--- config.mk ---
export PLATFORM = sky130hd
export DESIGN_NAME = ivl_timer
export DESIGN_NICKNAME = d
export VERILOG_FILES = /design/src/rtl/ivl_timer_pkg.sv /design/src/rtl/ivl_prescaler.sv /design/src/rtl/ivl_sync_edge.sv /design/src/rtl/ivl_downcnt.sv /design/src/rtl/ivl_timer.sv
export SDC_FILE = /design/constraint.sdc
export NUM_CORES = 1
export LEC_CHECK = 0
export ABC_CLOCK_PERIOD_IN_PS = 2900
export BUFFER_PORTS_ARGS = -buffer_cell sky130_fd_sc_hd__buf_4
export CAP_MARGIN = 0
export CORE_MARGIN = 2
export CORE_UTILIZATION = 50
export CTS_CLUSTER_SIZE = 30
export DETAILED_ROUTE_END_ITERATION = 8
export PLACE_DENSITY = 0.72
export SYNTH_ARGS = -nofsm -noshare
export SYNTH_HDL_FRONTEND = slang
export SYNTH_SLANG_ARGS = --single-unit
--- constraint.sdc ---
create_clock -name clk -period 2.9 [get_ports clk]
set_clock_uncertainty 0.15 [all_clocks]
set_input_delay 0.29 -clock clk [delete_from_list [all_inputs] [get_ports clk]]
set_output_delay 0.29 -clock clk [all_outputs]
set_load 0.01 [all_outputs]
--- src/rtl/ivl_timer_pkg.sv ---
package ivl_timer_pkg;

    localparam int RATIO_W = 8;

    typedef enum logic [1:0] {
        ST_OFF,
        ST_DELAY,
        ST_EVENT,
        ST_GATED
    } tmr_state_e;

    // Mode code to controller state: 0 off, 1-7 delay, 8 event, 9-15 gated
    function automatic tmr_state_e state_of(input logic [3:0] code);
        tmr_state_e s;
        if (code == 4'd0)      s = ST_OFF;
        else if (code == 4'd8) s = ST_EVENT;
        else if (code[3])      s = ST_GATED;
        else                   s = ST_DELAY;
        return s;
    endfunction

    // Low three mode bits select the prescale ratio
    function automatic logic [RATIO_W-1:0] ratio_of(input logic [2:0] sel);
        logic [RATIO_W-1:0] r;
        unique case (sel)
            3'd1:    r = 8'd4;
            3'd2:    r = 8'd10;
            3'd3:    r = 8'd16;
            3'd4:    r = 8'd50;
            3'd5:    r = 8'd64;
            3'd6:    r = 8'd100;
            3'd7:    r = 8'd200;
            default: r = 8'd4;
        endcase
        return r;
    endfunction

endpackage

--- src/rtl/ivl_prescaler.sv ---
module ivl_prescaler #(
    parameter int PS_W = 8
) (
    input  logic            clk,
    input  logic            rst_n,
    input  logic            run_i,
    input  logic            restart_i,
    input  logic [PS_W-1:0] ratio_i,
    output logic            tick_o
);

    logic [PS_W-1:0] pc_q;

    assign tick_o = run_i && (pc_q == ratio_i - PS_W'(1));

    always_ff @(posedge clk) begin
        if (!rst_n) begin
            pc_q <= '0;
        end else if (restart_i) begin
            pc_q <= '0;
        end else if (run_i) begin
            if (tick_o) pc_q <= '0;
            else        pc_q <= pc_q + PS_W'(1);
        end
    end

    // phase counter stays inside the selected ratio
    p_presc_range_r3: assert property (@(posedge clk) disable iff (!rst_n)
        run_i |-> (pc_q < ratio_i));

endmodule

--- src/rtl/ivl_sync_edge.sv ---
module ivl_sync_edge #(
    parameter int STAGES = 2
) (
    input  logic clk,
    input  logic rst_n,
    input  logic async_i,
    output logic level_o,
    output logic rise_o
);

    logic [STAGES-1:0] sh_q;
    logic              prev_q;

    always_ff @(posedge clk) begin
        if (!rst_n) begin
            sh_q   <= '0;
            prev_q <= 1'b0;
        end else begin
            sh_q   <= {sh_q[STAGES-2:0], async_i};
            prev_q <= sh_q[STAGES-1];
        end
    end

    assign level_o = sh_q[STAGES-1];
    assign rise_o  = sh_q[STAGES-1] & ~prev_q;

    // one edge yields one count pulse
    p_rise_single_r6: assert property (@(posedge clk) disable iff (!rst_n)
        rise_o |=> !rise_o);

endmodule

--- src/rtl/ivl_downcnt.sv ---
module ivl_downcnt #(
    parameter int W = 8
) (
    input  logic         clk,
    input  logic         rst_n,
    input  logic         ld_i,
    input  logic [W-1:0] ld_val_i,
    input  logic         step_i,
    input  logic [W-1:0] reload_i,
    output logic [W-1:0] cnt_o,
    output logic         wrap_o
);

    logic [W-1:0] cnt_q;

    assign wrap_o = step_i && !ld_i && (cnt_q == W'(1));
    assign cnt_o  = cnt_q;

    always_ff @(posedge clk) begin
        if (!rst_n) begin
            cnt_q <= '0;
        end else if (ld_i) begin
            cnt_q <= ld_val_i;
        end else if (step_i) begin
            if (cnt_q == W'(1)) cnt_q <= reload_i;
            else                cnt_q <= cnt_q - W'(1);
        end
    end

    // without a load the counter holds, steps by one, or reloads
    p_one_step_r3: assert property (@(posedge clk) disable iff (!rst_n)
        !ld_i |=> (cnt_q == $past(cnt_q) || cnt_q == $past(cnt_q) - W'(1)
                   || cnt_q == $past(reload_i)));

endmodule

--- src/rtl/ivl_timer.sv ---
module ivl_timer
    import ivl_timer_pkg::*;
#(
    parameter int CNT_W       = 8,
    parameter int SYNC_STAGES = 2
) (
    input  logic             clk,
    input  logic             rst_n,
    input  logic             wr_en,
    input  logic             addr,
    input  logic [CNT_W-1:0] wdata,
    output logic [CNT_W-1:0] rdata,
    input  logic             ext_in,
    output logic             irq,
    output logic             tout
);

    localparam int PS_W    = RATIO_W;
    localparam int BIT_FRC = 4;
    localparam int BIT_IEN = 5;

    tmr_state_e       st_q, st_d;
    logic [3:0]       mode_q;
    logic             ien_q;
    logic [CNT_W-1:0] reload_q;
    logic [CNT_W-1:0] cnt;
    logic [CNT_W-1:0] ctl_rd;
    logic [CNT_W-1:0] ld_val;
    logic             wr_ctl, wr_dat, frc, restart, ld;
    logic             run_ps, tick, step, wrap;
    logic             gate, rise;

    assign wr_ctl  = wr_en && !addr;
    assign wr_dat  = wr_en && addr;
    assign frc     = wr_ctl && wdata[BIT_FRC];
    assign restart = wr_ctl && ((wdata[3:0] != mode_q) || wdata[BIT_FRC]);
    assign ld      = (wr_dat && (st_q == ST_OFF)) || frc;
    assign ld_val  = wr_dat ? wdata : reload_q;

    // Controller state: every control write is a transition
    assign st_d = wr_ctl ? state_of(wdata[3:0]) : st_q;

    always_ff @(posedge clk) begin
        if (!rst_n) st_q <= ST_OFF;
        else        st_q <= st_d;
    end

    // Per-state pulse qualification
    always_comb begin
        run_ps = 1'b0;
        step   = 1'b0;
        unique case (st_q)
            ST_OFF: begin
                run_ps = 1'b0;
                step   = 1'b0;
            end
            ST_DELAY: begin
                run_ps = 1'b1;
                step   = tick;
            end
            ST_EVENT: begin
                run_ps = 1'b0;
                step   = rise;
            end
            ST_GATED: begin
                run_ps = 1'b1;
                step   = tick && gate;
            end
        endcase
    end

    always_ff @(posedge clk) begin
        if (!rst_n) begin
            mode_q   <= '0;
            ien_q    <= 1'b0;
            reload_q <= '0;
        end else begin
            if (wr_ctl) begin
                mode_q <= wdata[3:0];
                ien_q  <= wdata[BIT_IEN];
            end
            if (wr_dat) reload_q <= wdata;
        end
    end

    always_ff @(posedge clk) begin
        if (!rst_n) begin
            irq  <= 1'b0;
            tout <= 1'b0;
        end else if (frc) begin
            irq  <= 1'b0;
            tout <= 1'b0;
        end else if (wrap) begin
            irq  <= ien_q;
            tout <= ~tout;
        end else begin
            irq  <= 1'b0;
        end
    end

    always_comb begin
        ctl_rd          = '0;
        ctl_rd[3:0]     = mode_q;
        ctl_rd[BIT_IEN] = ien_q;
        rdata           = addr ? cnt : ctl_rd;
    end

    ivl_prescaler #(.PS_W(PS_W)) u_presc (
        .clk       (clk),
        .rst_n     (rst_n),
        .run_i     (run_ps),
        .restart_i (restart),
        .ratio_i   (ratio_of(mode_q[2:0])),
        .tick_o    (tick)
    );

    ivl_sync_edge #(.STAGES(SYNC_STAGES)) u_sync (
        .clk     (clk),
        .rst_n   (rst_n),
        .async_i (ext_in),
        .level_o (gate),
        .rise_o  (rise)
    );

    ivl_downcnt #(.W(CNT_W)) u_cnt (
        .clk      (clk),
        .rst_n    (rst_n),
        .ld_i     (ld),
        .ld_val_i (ld_val),
        .step_i   (step),
        .reload_i (reload_q),
        .cnt_o    (cnt),
        .wrap_o   (wrap)
    );

    // interrupt request lasts one clock
    p_irq_pulse_r4: assert property (@(posedge clk) disable iff (!rst_n)
        irq |=> !irq);

    // every interrupt coincides with a tout toggle
    p_tout_toggle_r4: assert property (@(posedge clk) disable iff (!rst_n)
        irq |-> (tout != $past(tout)));

    // no request unless enabled
    p_irq_en_r5: assert property (@(posedge clk) disable iff (!rst_n)
        irq |-> $past(ien_q));

    // stopped timer holds its count
    p_stop_hold_r2: assert property (@(posedge clk) disable iff (!rst_n)
        (st_q == ST_OFF && !wr_en) |=> $stable(cnt));

    // forced reset reloads and clears the toggle output
    p_force_r8: assert property (@(posedge clk) disable iff (!rst_n)
        (wr_en && !addr && wdata[BIT_FRC]) |=> (cnt == $past(reload_q) && !tout));

endmodule

==> results.cfg <==
[status]
status = finished, final reports clean

[sta]
min_period_over_period = 0.9642
worst_pin_slew_ns = 0.5542
final.setup.worst_slack_ns = 0.1039
whs_ns = 0.07372
period_needed_ns = 2.796
max_freq_ghz = 0.3576
tns_ns = 0
maxSlewHeadroom = 0.6285
setup_viol = 0
drv_slew = 0
hold_viol_final = 0

[die]
die_w_um = 69.51
dieArea_mm2 = 0.004832
ios = 23
die_h_um = 69.51
coreArea_mm2 = 0.004058
start_util = 0.5288
row_count = 23

[layout]
instances_no_fill = 332
n_antenna_cell = 0
ff_latch_area_um2 = 729.5
design_area_mm2 = 0.002524
drive_gt1_frac = 0.2092
multiInputGateArea_mm2 = 0.001335
nFillCells = 366
area_delta_synth_final_pct = 17.61
fin_nets = 298

[clock_network]
cts.htree.levels = 2
cts_num_sinks = 36
cts_buffer_depth = 2
cts_tree = built
cts-root-buf = clkbuf_8
ctsHoldBuffers = 0
cts-buffers-inserted = 5
clkTransAtPathRegs_ns = 0.07
clock_latency_ns = 0.29

[synthesis]
synth_area_per_cell_um2 = 8.349
ys_ff_latch = 36
async_flop_share = 0
synth_top_area_cell = dfxtp_1
ys.warnings.count = 0
synth.most_common_cell = dfxtp_1
synthesis.nets = 274
synthCells = 257
yosys-top-cells-area = dfxtp_1, mux2i_1, nand2_1
ys_seq_area_frac = 0.3359
yosys-top-cells-count = dfxtp_1, nand2_1, inv_1, o21ai_0, nand3_1
synth.distinct_cells = 53
netlist.area_leader.share = 0.3359
syn_area_mm2 = 0.002146
ys.flop_type = dfxtp_1
synth_enable_flop_cells = 0

[routing]
routed_wl_um = 4984
ant_nets = 0
detail_route.iter0.violations = 142
first_pass_iters = 4
via_count = 1915
avgViaCountPerCell = 5.768
drt-wirelength-per-cell_um = 15.01
drcViolationCount = 0

[power_and_ir_drop]
ir_drop_v = 0.0003130
leakage_uw = 0.001043
powerDensity_mw_per_mm2 = 434.8

[placement]
dpl.cell_count = 323
portBuffers = 22
post-place-ws_ns = -0.04511
dpl.hpwl_um = 3577
routabilityCongestion = 0.8414
dpl_cell_area_mm2 = 0.002385

[grt]
grt_overflow = 0
grt_usage = 0.2189
grt_pass1_wl_um = 8625
grt_pass1_vias = 1809
grt_antenna_before_repair = 0
grt_max_degree = 34

[setup_path]
cp_cell_sequence = xor2_2, nand2b_1, ha_4, xnor2_1, and3_1, or4_4, or4_4, a21oi_4, mux2i_1
cp.required_ns = 2.97
worstSetupEndpointType = flop
worst-endpoint-arrival_ns = 2.87
cp_slowest_cell = or4_4
crit_type = flop to flop
critPathLaunchType = flop
crit_top_cell = or4_4
cp_max_fo = 5
cpPeakStageDelay_ns = 0.58

[job]
maxCapViolCount = 0

[worst_hold_path]
worstHoldPathType = primary input to flop
-- cell usage in the layout, fill, tap and decap left out, types with 3 or more instances in the layout --
master,netlist,layout
a21boi_0,8,8
a21oi_1,6,6
and2_1,6,6
and3_1,3,3
buf_4,2,33
clkbuf_8,0,6
dfxtp_1,36,33
ha_1,4,3
inv_1,15,15
mux2_2,3,3
mux2i_1,11,11
nand2_1,24,23
nand2b_1,10,10
nand3_1,13,13
nand4_1,3,3
nor2_1,12,11
nor2b_1,3,3
nor3_1,6,6
o2111ai_1,4,4
o21ai_0,14,14
o221ai_1,7,7
xnor2_1,7,7
xor2_1,10,9
-- metrics by stage --
step	util	total power, uW
after floorplan	-	670.5
after global placement	0.5877	727.3
after detailed placement	0.5877	729.4
after CTS	0.6118	1099
after global routing	0.6220	1152
final	0.6220	1097
-- metal layers --
| metal | vias to the layer above | share of wire | GRT usage | wire length (um) |
|---|---|---|---|---|
| li1 | 969 | - | - | - |
| met1 | 890 | 0.51 | 0.3164 | 2544 |
| met2 | 49 | 0.43 | 0.3226 | 2141 |
| met3 | 7 | 0.044 | 0.04360 | 219 |
| met4 | 0 | 0.016 | 0.07843 | 79 |
| met5 | - | 0 | 0 | 0 |
-- sequential cells by signal (all words and copies together), names as in the netlist --
signal and cells:
ien_q 1, irq 1, mode_q 4, reload_q 8
st_q 2, tout 1, u_cnt.cnt_o 8, u_presc.pc_q 8
u_sync.prev_q 1, u_sync.sh_q 2
-- logic make-up (layout without fill, tap and decap cells) --
family                   count (synthesis)  count (layout)  synth area share
adder cells (fa/ha/maj)                  4               4           0.02332
flip-flops                              36              36            0.3359
XOR/XNOR                                17              17           0.06939
AO/OA/AOI/OAI                           54              54            0.1755
AND/OR/NAND/NOR                        101             101            0.2694
multiplexers                            14              14           0.06706
buffers and inverters                   31              56           0.05947
-- power breakdown --
group | internal, uW | leakage, uW | switching (uW) | total [uW]
clock network | 190 | 0.0000510 | 183 | 373
logic | 89.3 | 0.000697 | 103 | 192
registers | 512 | 0.000295 | 20.2 | 532
total | 791 | 0.00104 | 307 | 1100
-- path summary, 6_finish.rpt --
path	end	slack [ns]	startpoint	cells past startpoint
max	tout	0.10	mode_q[2]	9
min reg2reg	u_sync.sh_q[1]	0.30	u_sync.sh_q[0]	1
min	u_sync.sh_q[0]	0.07	ext_in	2
max reg2reg	tout	0.10	mode_q[2]	9
-- area by class of cell --
type | count | share of cell area
clock buffer | 6 | 0.03272
timing repair buffer | 33 | 0.09817
inverter | 15 | 0.02231
multi-input combinational | 190 | 0.5290
clock inverter | 2 | 0.003966
tap | 50 | 0.02479
sequential | 36 | 0.2890
-- critical path: cells and delay by family, from the launching register on --
| kind | cells | cell delay, ns |
|---|---|---|
| AND/OR/NAND/NOR | 4 | 1.37 |
| flip-flops | 1 | 0.36 |
| XOR/XNOR | 2 | 0.31 |
| adder cells (fa/ha/maj) | 1 | 0.18 |
| AO/OA/AOI/OAI | 1 | 0.18 |
| multiplexers | 1 | 0.18 |
-- what timing repair did --
item / in CTS / in global routing
setup endpoints to repair: 9 / 15
setup buffers: 0 / 1
endpoints found under the hold margin: 0 / 0
pin swaps: 0 / 8
resized for setup: 3 / 10
No activity file was read; power rests on OpenSTA's default activity.
